[config.mk]
export PLATFORM = sky130hd
export DESIGN_NAME = seg_xlate
export DESIGN_NICKNAME = d
export VERILOG_FILES = /design/src/rtl/seg_xlate_pkg.sv /design/src/rtl/seg_desc_fetch.sv /design/src/rtl/seg_shadow_file.sv /design/src/rtl/seg_addr_gen.sv /design/src/rtl/seg_xlate.sv
export SDC_FILE = /design/constraint.sdc
export NUM_CORES = 1
export LEC_CHECK = 0
export ABC_AREA = 1
export BUFFER_PORTS_ARGS = -buffer_cell sky130_fd_sc_hd__buf_2
export CAP_MARGIN = 25
export CORE_UTILIZATION = 35
export DETAILED_ROUTE_END_ITERATION = 10
export SLEW_MARGIN = 20
export SYNTH_ARGS = -nofsm -noshare
export SYNTH_HDL_FRONTEND = slang
export SYNTH_SLANG_ARGS = --single-unit
[constraint.sdc]
create_clock -name clk_i -period 3.5 [get_ports clk_i]
set_clock_uncertainty 0.05 [all_clocks]
set_input_delay 0.7 -clock clk_i [delete_from_list [all_inputs] [get_ports clk_i]]
set_output_delay 0.7 -clock clk_i [all_outputs]
set_load 0.03 [all_outputs]
[src/rtl/seg_xlate_pkg.sv]
package seg_xlate_pkg;

  typedef enum logic [1:0] {
    FS_IDLE = 2'd0,
    FS_LO   = 2'd1,
    FS_HI   = 2'd2,
    FS_DONE = 2'd3
  } fetch_st_e;

  typedef struct packed {
    logic [31:0] base;
    logic [31:0] lim;     // effective byte limit
    logic        present;
  } seg_desc_t;

  function automatic seg_desc_t decode_desc(input logic [31:0] lo, input logic [31:0] hi);
    seg_desc_t   d;
    logic [19:0] raw;
    raw       = {hi[19:16], lo[15:0]};
    d.base    = {hi[31:24], hi[7:0], lo[31:16]};
    d.present = hi[15];
    d.lim     = hi[23] ? {raw, 12'hFFF} : {12'h000, raw};
    return d;
  endfunction

endpackage

[src/rtl/seg_desc_fetch.sv]
module seg_desc_fetch
  import seg_xlate_pkg::*;
#(
  parameter int SEG_IDX_W = 3
) (
  input  logic                 clk_i,
  input  logic                 rst_ni,
  input  logic                 pe_i,
  input  logic [31:0]          gdt_base_i,
  input  logic [31:0]          ldt_base_i,
  input  logic                 ld_valid_i,
  input  logic [SEG_IDX_W-1:0] ld_seg_i,
  input  logic [15:0]          ld_sel_i,
  output logic                 ld_ready_o,
  output logic                 ld_done_o,
  output logic                 ld_np_fault_o,
  output logic                 mem_req_o,
  output logic [31:0]          mem_addr_o,
  input  logic                 mem_ack_i,
  input  logic [31:0]          mem_rdata_i,
  output logic                 wr_en_o,
  output logic [SEG_IDX_W-1:0] wr_seg_o,
  output logic [15:0]          wr_sel_o,
  output seg_desc_t            wr_desc_o
);

  fetch_st_e            state_q;
  logic [SEG_IDX_W-1:0] seg_q;
  logic [15:0]          sel_q;
  logic                 real_q;
  logic [31:0]          addr_q, lo_q, hi_q;
  seg_desc_t            dec;
  seg_desc_t            real_desc;

  always_ff @(posedge clk_i or negedge rst_ni) begin
    if (!rst_ni) begin
      state_q <= FS_IDLE;
      seg_q   <= '0;
      sel_q   <= '0;
      real_q  <= 1'b0;
      addr_q  <= '0;
      lo_q    <= '0;
      hi_q    <= '0;
    end else begin
      unique case (state_q)
        FS_IDLE: if (ld_valid_i) begin
          seg_q   <= ld_seg_i;
          sel_q   <= ld_sel_i;
          real_q  <= !pe_i;
          addr_q  <= (ld_sel_i[2] ? ldt_base_i : gdt_base_i) + {16'h0, ld_sel_i[15:3], 3'b000};
          state_q <= pe_i ? FS_LO : FS_DONE;
        end
        FS_LO: if (mem_ack_i) begin
          lo_q    <= mem_rdata_i;
          addr_q  <= addr_q + 32'd4;
          state_q <= FS_HI;
        end
        FS_HI: if (mem_ack_i) begin
          hi_q    <= mem_rdata_i;
          state_q <= FS_DONE;
        end
        default: state_q <= FS_IDLE;
      endcase
    end
  end

  always_comb begin
    dec               = decode_desc(lo_q, hi_q);
    real_desc.base    = {12'h000, sel_q, 4'h0};
    real_desc.lim     = 32'h0000_FFFF;
    real_desc.present = 1'b1;
  end

  assign ld_ready_o    = (state_q == FS_IDLE);
  assign ld_done_o     = (state_q == FS_DONE);
  assign mem_req_o     = (state_q == FS_LO) || (state_q == FS_HI);
  assign mem_addr_o    = addr_q;
  assign ld_np_fault_o = ld_done_o && !real_q && !dec.present;
  assign wr_en_o       = ld_done_o && (real_q || dec.present);
  assign wr_seg_o      = seg_q;
  assign wr_sel_o      = sel_q;
  assign wr_desc_o     = real_q ? real_desc : dec;

  p_req_hold_r9: assert property (@(posedge clk_i) disable iff (!rst_ni)
    mem_req_o && !mem_ack_i |=> mem_req_o && $stable(mem_addr_o));

  p_ready_excl_r11: assert property (@(posedge clk_i) disable iff (!rst_ni)
    !(ld_ready_o && (mem_req_o || ld_done_o)));

  p_hi_addr_r3: assert property (@(posedge clk_i) disable iff (!rst_ni)
    (state_q == FS_LO) && mem_ack_i |=> mem_addr_o == $past(mem_addr_o) + 32'd4);

endmodule

[src/rtl/seg_shadow_file.sv]
module seg_shadow_file
  import seg_xlate_pkg::*;
#(
  parameter int NUM_SEG   = 6,
  parameter int SEG_IDX_W = 3
) (
  input  logic                 clk_i,
  input  logic                 rst_ni,
  input  logic                 wr_en_i,
  input  logic [SEG_IDX_W-1:0] wr_seg_i,
  input  logic [15:0]          wr_sel_i,
  input  seg_desc_t            wr_desc_i,
  input  logic [SEG_IDX_W-1:0] rd_seg_i,
  output logic [15:0]          rd_sel_o,
  output seg_desc_t            rd_desc_o
);

  logic [15:0] sel_q  [NUM_SEG];
  seg_desc_t   desc_q [NUM_SEG];

  for (genvar s = 0; s < NUM_SEG; s++) begin : g_ent
    always_ff @(posedge clk_i or negedge rst_ni) begin
      if (!rst_ni) begin
        sel_q[s]  <= '0;
        desc_q[s] <= '0;
      end else if (wr_en_i && (wr_seg_i == SEG_IDX_W'(s))) begin
        sel_q[s]  <= wr_sel_i;
        desc_q[s] <= wr_desc_i;
      end
    end
  end

  always_comb begin
    rd_sel_o  = '0;
    rd_desc_o = '0;
    for (int s = 0; s < NUM_SEG; s++) begin
      if (rd_seg_i == SEG_IDX_W'(s)) begin
        rd_sel_o  = sel_q[s];
        rd_desc_o = desc_q[s];
      end
    end
  end

  p_wr_range_r10: assert property (@(posedge clk_i) disable iff (!rst_ni)
    wr_en_i |-> int'(wr_seg_i) < NUM_SEG);

endmodule

[src/rtl/seg_addr_gen.sv]
module seg_addr_gen
  import seg_xlate_pkg::*;
(
  input  logic        clk_i,
  input  logic        rst_ni,
  input  logic        pe_i,
  input  logic        xl_valid_i,
  input  logic [31:0] xl_off_i,
  input  logic [15:0] sel_i,
  input  seg_desc_t   desc_i,
  output logic        xl_valid_o,
  output logic [31:0] xl_lin_o,
  output logic        xl_limit_fault_o
);

  logic [19:0] real_sum;
  logic        over;
  logic        real_q;

  assign real_sum = {sel_i, 4'h0} + {4'h0, xl_off_i[15:0]};
  assign over     = xl_off_i > desc_i.lim;

  always_ff @(posedge clk_i or negedge rst_ni) begin
    if (!rst_ni) begin
      xl_valid_o       <= 1'b0;
      xl_limit_fault_o <= 1'b0;
      xl_lin_o         <= '0;
      real_q           <= 1'b0;
    end else begin
      xl_valid_o       <= xl_valid_i && (!pe_i || !over);
      xl_limit_fault_o <= xl_valid_i && pe_i && over;
      real_q           <= !pe_i;
      if (xl_valid_i)
        xl_lin_o <= pe_i ? desc_i.base + xl_off_i : {12'h000, real_sum};
    end
  end

  p_out_excl_r7: assert property (@(posedge clk_i) disable iff (!rst_ni)
    !(xl_valid_o && xl_limit_fault_o));

  p_one_result_r12: assert property (@(posedge clk_i) disable iff (!rst_ni)
    xl_valid_i |=> (xl_valid_o || xl_limit_fault_o));

  p_real_20bit_r2: assert property (@(posedge clk_i) disable iff (!rst_ni)
    xl_valid_o && real_q |-> xl_lin_o[31:20] == 12'h000);

endmodule

[src/rtl/seg_xlate.sv]
module seg_xlate
  import seg_xlate_pkg::*;
#(
  parameter int NUM_SEG   = 6,
  parameter int SEG_IDX_W = (NUM_SEG > 1) ? $clog2(NUM_SEG) : 1
) (
  input  logic                 clk_i,
  input  logic                 rst_ni,
  input  logic                 pe_i,
  input  logic [31:0]          gdt_base_i,
  input  logic [31:0]          ldt_base_i,
  input  logic                 ld_valid_i,
  input  logic [SEG_IDX_W-1:0] ld_seg_i,
  input  logic [15:0]          ld_sel_i,
  output logic                 ld_ready_o,
  output logic                 ld_done_o,
  output logic                 ld_np_fault_o,
  output logic                 mem_req_o,
  output logic [31:0]          mem_addr_o,
  input  logic                 mem_ack_i,
  input  logic [31:0]          mem_rdata_i,
  input  logic                 xl_valid_i,
  input  logic [SEG_IDX_W-1:0] xl_seg_i,
  input  logic [31:0]          xl_off_i,
  output logic                 xl_valid_o,
  output logic [31:0]          xl_lin_o,
  output logic                 xl_limit_fault_o
);

  logic                 wr_en;
  logic [SEG_IDX_W-1:0] wr_seg;
  logic [15:0]          wr_sel;
  seg_desc_t            wr_desc;
  logic [15:0]          rd_sel;
  seg_desc_t            rd_desc;

  seg_desc_fetch #(.SEG_IDX_W(SEG_IDX_W)) i_fetch (
    .clk_i, .rst_ni, .pe_i, .gdt_base_i, .ldt_base_i,
    .ld_valid_i, .ld_seg_i, .ld_sel_i, .ld_ready_o, .ld_done_o, .ld_np_fault_o,
    .mem_req_o, .mem_addr_o, .mem_ack_i, .mem_rdata_i,
    .wr_en_o(wr_en), .wr_seg_o(wr_seg), .wr_sel_o(wr_sel), .wr_desc_o(wr_desc)
  );

  seg_shadow_file #(.NUM_SEG(NUM_SEG), .SEG_IDX_W(SEG_IDX_W)) i_shadow (
    .clk_i, .rst_ni,
    .wr_en_i(wr_en), .wr_seg_i(wr_seg), .wr_sel_i(wr_sel), .wr_desc_i(wr_desc),
    .rd_seg_i(xl_seg_i), .rd_sel_o(rd_sel), .rd_desc_o(rd_desc)
  );

  seg_addr_gen i_agen (
    .clk_i, .rst_ni, .pe_i, .xl_valid_i, .xl_off_i,
    .sel_i(rd_sel), .desc_i(rd_desc),
    .xl_valid_o, .xl_lin_o, .xl_limit_fault_o
  );

  p_fault_no_write_r5: assert property (@(posedge clk_i) disable iff (!rst_ni)
    ld_np_fault_o |-> !wr_en && ld_done_o);

endmodule

# Word level (Yosys, flattened, before mapping)
# Index checks and enable logic that the tools add are counted.
# Widths: inputs -> output; s select.
[totals]
word_cells = 107
output_inout_bits = 70
mem_bits_ro = 0
ram_bits = 0
ff_bits = 638
latchBits = 0
n_memories = 0
in_bits = 156
[op_classes]
n_bitwise = 0
n_mul = 0
n_lt_le_gt_ge = 1
eq_ne = 16
addsub = 4
shift = 0
n_div = 0
n_mux = 24
reduce_logical = 28
[ops]
columns = ["op", "count"]
rows = [
  ["$mux 65", 7],
  ["$mux 32", 5],
  ["$mux 16", 6],
  ["$pmux 32 s2", 1],
  ["$add 32x16->32", 1],
  ["$add 32x3->32 const B", 1],
  ["$add 32x32->32", 1],
  ["$gt 32x32->1", 1],
  ["$add 20x16->20", 1],
  ["$eq 3x2->1 const B", 4],
  ["$eq 3x3->1 const B", 4],
  ["$logic_and 1x1->1", 12],
  ["$mux 2", 4],
  ["$eq 3x1->1 const B", 2],
  ["$logic_not 3->1", 2],
  ["$ne 2x2->1 const B", 3],
  ["$pmux 2 s3", 1],
  ["$reduce_and 2->1", 3],
  ["$reduce_and 3->1", 2],
  ["$eq 2x2->1 const B", 2],
  ["$logic_not 1->1", 4],
  ["$logic_or 1x1->1", 3],
  ["$eq 2x1->1 const B", 1],
  ["$logic_not 2->1", 1],
  ["$reduce_bool 2->1", 1],
]

# Logic depth before layout (Yosys ltp)
[depth]
ltp_word = 11
mapped_depth = 22
mapped_depth_nobuf = 21

# Hierarchy
# Synthesis repeated with hierarchy kept, for this count alone.
[hier_totals]
cells_unflattened = 4618
area_unflattened_um2 = 34179.0
[modules_own_cells]
columns = ["mod", "cells_each", "n_inst", "area_per_inst_um2"]
rows = [
  ["seg_shadow_file", 2548, 1, 21235.4],
  ["seg_desc_fetch", 1183, 1, 7663.6],
  ["seg_addr_gen", 887, 1, 5280.1],
]

# Worst setup path before layout
# No wires, ideal clock.
[synth_timing]
kind = "in2reg"
start = "input xl_seg_i[2]"
end = "register i_agen.xl_lin_o[26]"
required_time_ns = 3.367
arrival_time_ns = 3.163
stages = 20
setup_slack_ns = 0.204
setup_ns = 0.083
cell_sequence = "inv_2 nand3_1 inv_2 buf_2 buf_2 a221oi_1 a22oi_1 ha_1 fa_1 nand3_1 nand2_1 a21oi_1 inv_1 nand2_1 nand2_1 nand3_1 nand3_1 nand2_1 nand2_1 o21ai_0"
[synth_via]
elab_chain_cells = 9
[synth_lines]
columns = ["item", "line_no", "source"]
rows = [
  ["from (decl)", "seg_xlate.sv:23", "input logic [SEG_IDX_W-1:0] xl_seg_i,"],
  ["$logic_not 3->1", "seg_shadow_file.sv:37", "if (rd_seg_i == SEG_IDX_W'(s)) begin"],
  ["$mux 65 (5 in a row)", "seg_shadow_file.sv:37", ""],
  ["$mux 65 (*)", "seg_shadow_file.sv:37", ""],
  ["$add 32x32->32 (*)", "seg_addr_gen.sv:34", "xl_lin_o <= pe_i ? desc_i.base + xl_off_i : {12'h000, real_sum};"],
  ["$mux 32 (*)", "seg_addr_gen.sv:34", ""],
  ["to (signal assigned)", "seg_addr_gen.sv:34", ""],
  ["to (decl)", "seg_addr_gen.sv:12", "output logic [31:0] xl_lin_o,"],
]
# Every way passes the cells marked *; elsewhere a longest branch is shown, timed or not.
# A chain may end at the register's enable or synchronous reset.

# Final worst setup path
[layout_timing]
start = "input xl_seg_i[2]"
end = "register i_agen.xl_lin_o[13]"
[layout_via]
elab_chain_cells = 9
[layout_lines]
columns = ["item", "line_no"]
rows = [
  ["$logic_not 3->1", "seg_shadow_file.sv:37"],
  ["$mux 65 or $mux 16 (tied branches) (6 in a row)", "seg_shadow_file.sv:37"],
  ["$add 32x32->32 or $add 20x16->20 (tied branches)", "seg_addr_gen.sv:34, seg_addr_gen.sv:20"],
  ["$mux 32 (*)", "seg_addr_gen.sv:34"],
]
# Marked as above.

==> results.cfg <==
[run_status]
status = completed

[worst_setup_path]
crit_start = xl_seg_i[2]
critPathLaunchType = input pin
cp_common_cell = nand2_1
crit_path_end_kind = flip-flop
crit_fanout = 12
max_stage_delay_ns = 0.40
crit_slowest_cell = a2111oi_0
rr_startpoint = i_shadow.desc_q[229]
crit_arrival_ns = 3.67
crit_chain = buf_2 -> inv_2 -> nand2_1 -> nor2_4 -> inv_1 -> buf_12 -> nor2_1 -> a2111oi_0 -> o21ai_0 -> buf_4 -> ha_1 -> a21oi_1 -> nand2_1 -> a21boi_1 -> o21ai_0 -> o21ai_0 -> nand2_1 -> nand2_1 -> nand2_1
required_ns = 3.96
critical_path_class = input pin to flip-flop

[route]
drt_wl_total_mm = 112
route.detailed.drc = 0
vias = 29500
drtIter0Drc = 2665
post_drt_wl_per_cell_um = 19.6
drtAntennaViolNets = 0
dr.pass1.iters = 7
viasPerCell = 5.17

[clocking]
post_cts_buffers = 0
cts.path.max_buffers = 3
cts_tree = yes
clockRootBuffer = clkbuf_16
cts_sinks = 622
numCtsBuffers = 74
clkTransAtPathRegs_ns = 0.06
clk_latency_ns = 0.63
cts_htree_levels = 3

[timing]
setup-tns-final_ns = 0
timing_hold_violations_final = 0
rsz0062_at_grt = false
min_period_over_period = 0.919
final-setup-viol-count = 0
layout_setup_ws_ns = 0.283
post-route-min-period_ns = 3.22
slew_violations = 0
worst_pin_slew_ns = 0.960
fmax_mhz = 311
relSlewSlack = 0.353

[grt]
grt_use_met2 = 0.387
top_usage_layer = met2
first_global_vias = 28400
met3_usage = 0.0419
overflow = 0
antenna_found_initial = 14
met1_usage = 0.319
grtUsageTotal = 0.240
grt_max_degree = 124
grt_pass1_wl_mm = 171

[floorplanning]
io_pins = 226
start_util = 0.355
dieArea_mm2 = 0.0930
row_count = 110
die_w_um = 305
core_mm2 = 0.0904
die_height_um = 305

[synthesis]
synth_fp_nets = 4355
synthTopCellsByArea = dfrtp_1, nand2_1, o21ai_0, inv_1, a21oi_1
syn_inst = 4102
async_reset_ff_frac = 1.00
yosysTopAreaCellShare = 0.484
syn_area_per_cell_um2 = 7.83
yosysUniqueCellTypes = 56
synth_area_leader_cell = dfrtp_1
synth_ff_type = dfrtp_1
syn_area_mm2 = 0.0321
ys_seq_elements = 622
synth_edf_count = 0
synth_seq_area_share = 0.484
yosysWarnings = 0

[flow_run]
max_cap_violations = 0

[finish]
final_cell_mix = nand2_1, dfrtp_1, o21ai_0
fin_util = 0.430
final_common_cell = nand2_1
syn2layout_area_growth_pct = 21.1
nNetsFinal = 4729
drive_above_1_share = 0.152
fin_cells = 5710

[worst_hold_path]
hold_start = ld_sel_i[1]
hold_path.class = input pin to flip-flop

[placement]
hpwl_mm = 80.3
pre_cts_slack_ns = -0.432
dpl.cell_count = 5573
place.gp.congestion = 0.926
port_buffers = 225

[pwr]
p_per_area_mw_per_mm2 = 766
irDropWorstVdd_uv = 504
leakagePower_uw = 0.0189
[per-stage QoR]
stage                     cell area (um^2)  hold slack, ns  total power (uW)
after detailed placement             36300           0.406             21700
after global placement               36300           0.403             21500
after floorplan                      32100           0.354             17400
after CTS                            38900           0.207             29900
after global routing                 38900           0.247             31700
final                                38900           0.243             29800
[where the power goes]
part | total, uW | leakage [uW] | internal (uW) | switching [uW]
Clock | 8150 | 0.00125 | 4890 | 3260
Sequential | 11200 | 0.00814 | 9760 | 1420
Combinational | 10500 | 0.00955 | 3350 | 7110
[worst max-delay path, delay by kind of cell]
kind	cells	cell delay (ns)
adder cells (fa/ha/maj)	1	0.18
buffers and inverters	5	0.62
AO/OA/AOI/OAI	6	1.65
AND/OR/NAND/NOR	7	0.51
[layer usage]
metal	vias up	share of wire	routed length, um
met5	-	0.0011	118
met4	18	0.041	4560
met3	217	0.068	7590
met2	1068	0.46	51100
met1	14000	0.44	48800
li1	14300	-	-
[synthesized netlist by cell type (7+ instances only)]
master / number
nand2_1: 1240
dfrtp_1: 622
o21ai_0: 553
inv_1: 416
a21oi_1: 267
nor2_1: 195
clkbuf_1: 119
ha_1: 94
nand3_1: 78
o22ai_1: 74
buf_2: 65
a22oi_1: 41
a31oi_1: 40
a221oi_1: 32
nand4_1: 32
o221ai_1: 25
nor3_1: 24
xor2_1: 22
inv_2: 20
buf_1: 15
o21ai_1: 13
nand3b_1: 10
nor2_2: 9
a21o_1: 7
nand2_2: 7
or2_2: 7
[area by class of cell]
cell class | instances | area [um^2]
Clock inverter | 33 | 462
Tap cell | 1176 | 1470
Fill cell | 9080 | 51500
Sequential cell | 622 | 15600
Inverter | 440 | 1660
Multi-Input combinational cell | 2837 | 14100
Antenna cell | 4 | 10.0
Timing Repair Buffer | 501 | 3570
Clock buffer | 97 | 2090
[path summary, 6_finish.rpt]
path	slack, ns	cells after the start	to
max in group asynchronous	1.81	3	i_fetch.mem_addr_o[22]
setup reg to reg	0.50	14	i_agen.xl_lin_o[13]
setup / recovery	0.28	19	i_agen.xl_lin_o[13]
hold reg to reg	0.42	2	i_shadow.desc_q[32]
hold / removal	0.24	3	i_fetch.wr_sel_o[1]
min in group asynchronous	0.58	2	i_shadow.desc_q[92]
[kinds of logic after synthesis]
logic type / Yosys count / synth area share
multiplexers: 6 / 0.00199
AO/OA/AOI/OAI: 1080 / 0.185
flip-flops: 622 / 0.484
buffers and inverters: 643 / 0.0786
AND/OR/NAND/NOR: 1626 / 0.203
XOR/XNOR: 28 / 0.00763
adder cells (fa/ha/maj): 97 / 0.0385
[timing repair]
action | CTS | global route
endpoints found under the hold margin | 1 | 0
resized for setup | 0 | 2
setup endpoints to repair | 0 | 4
hold buffers | 1 | 0
[registers in the layout (all words and copies together) (netlist names)]
register / flops
i_fetch.hi_q: 22
i_fetch.mem_addr_o: 32
i_shadow.sel_q: 96
i_fetch.real_q: 1
i_agen.xl_limit_fault_o: 1
i_shadow.desc_q: 384
i_fetch.lo_q: 32
i_fetch.wr_seg_o: 3
i_fetch.wr_sel_o: 16
i_fetch.state_q: 2
i_agen.xl_valid_o: 1
i_agen.xl_lin_o: 32
(Power assumes the default switching activity.)
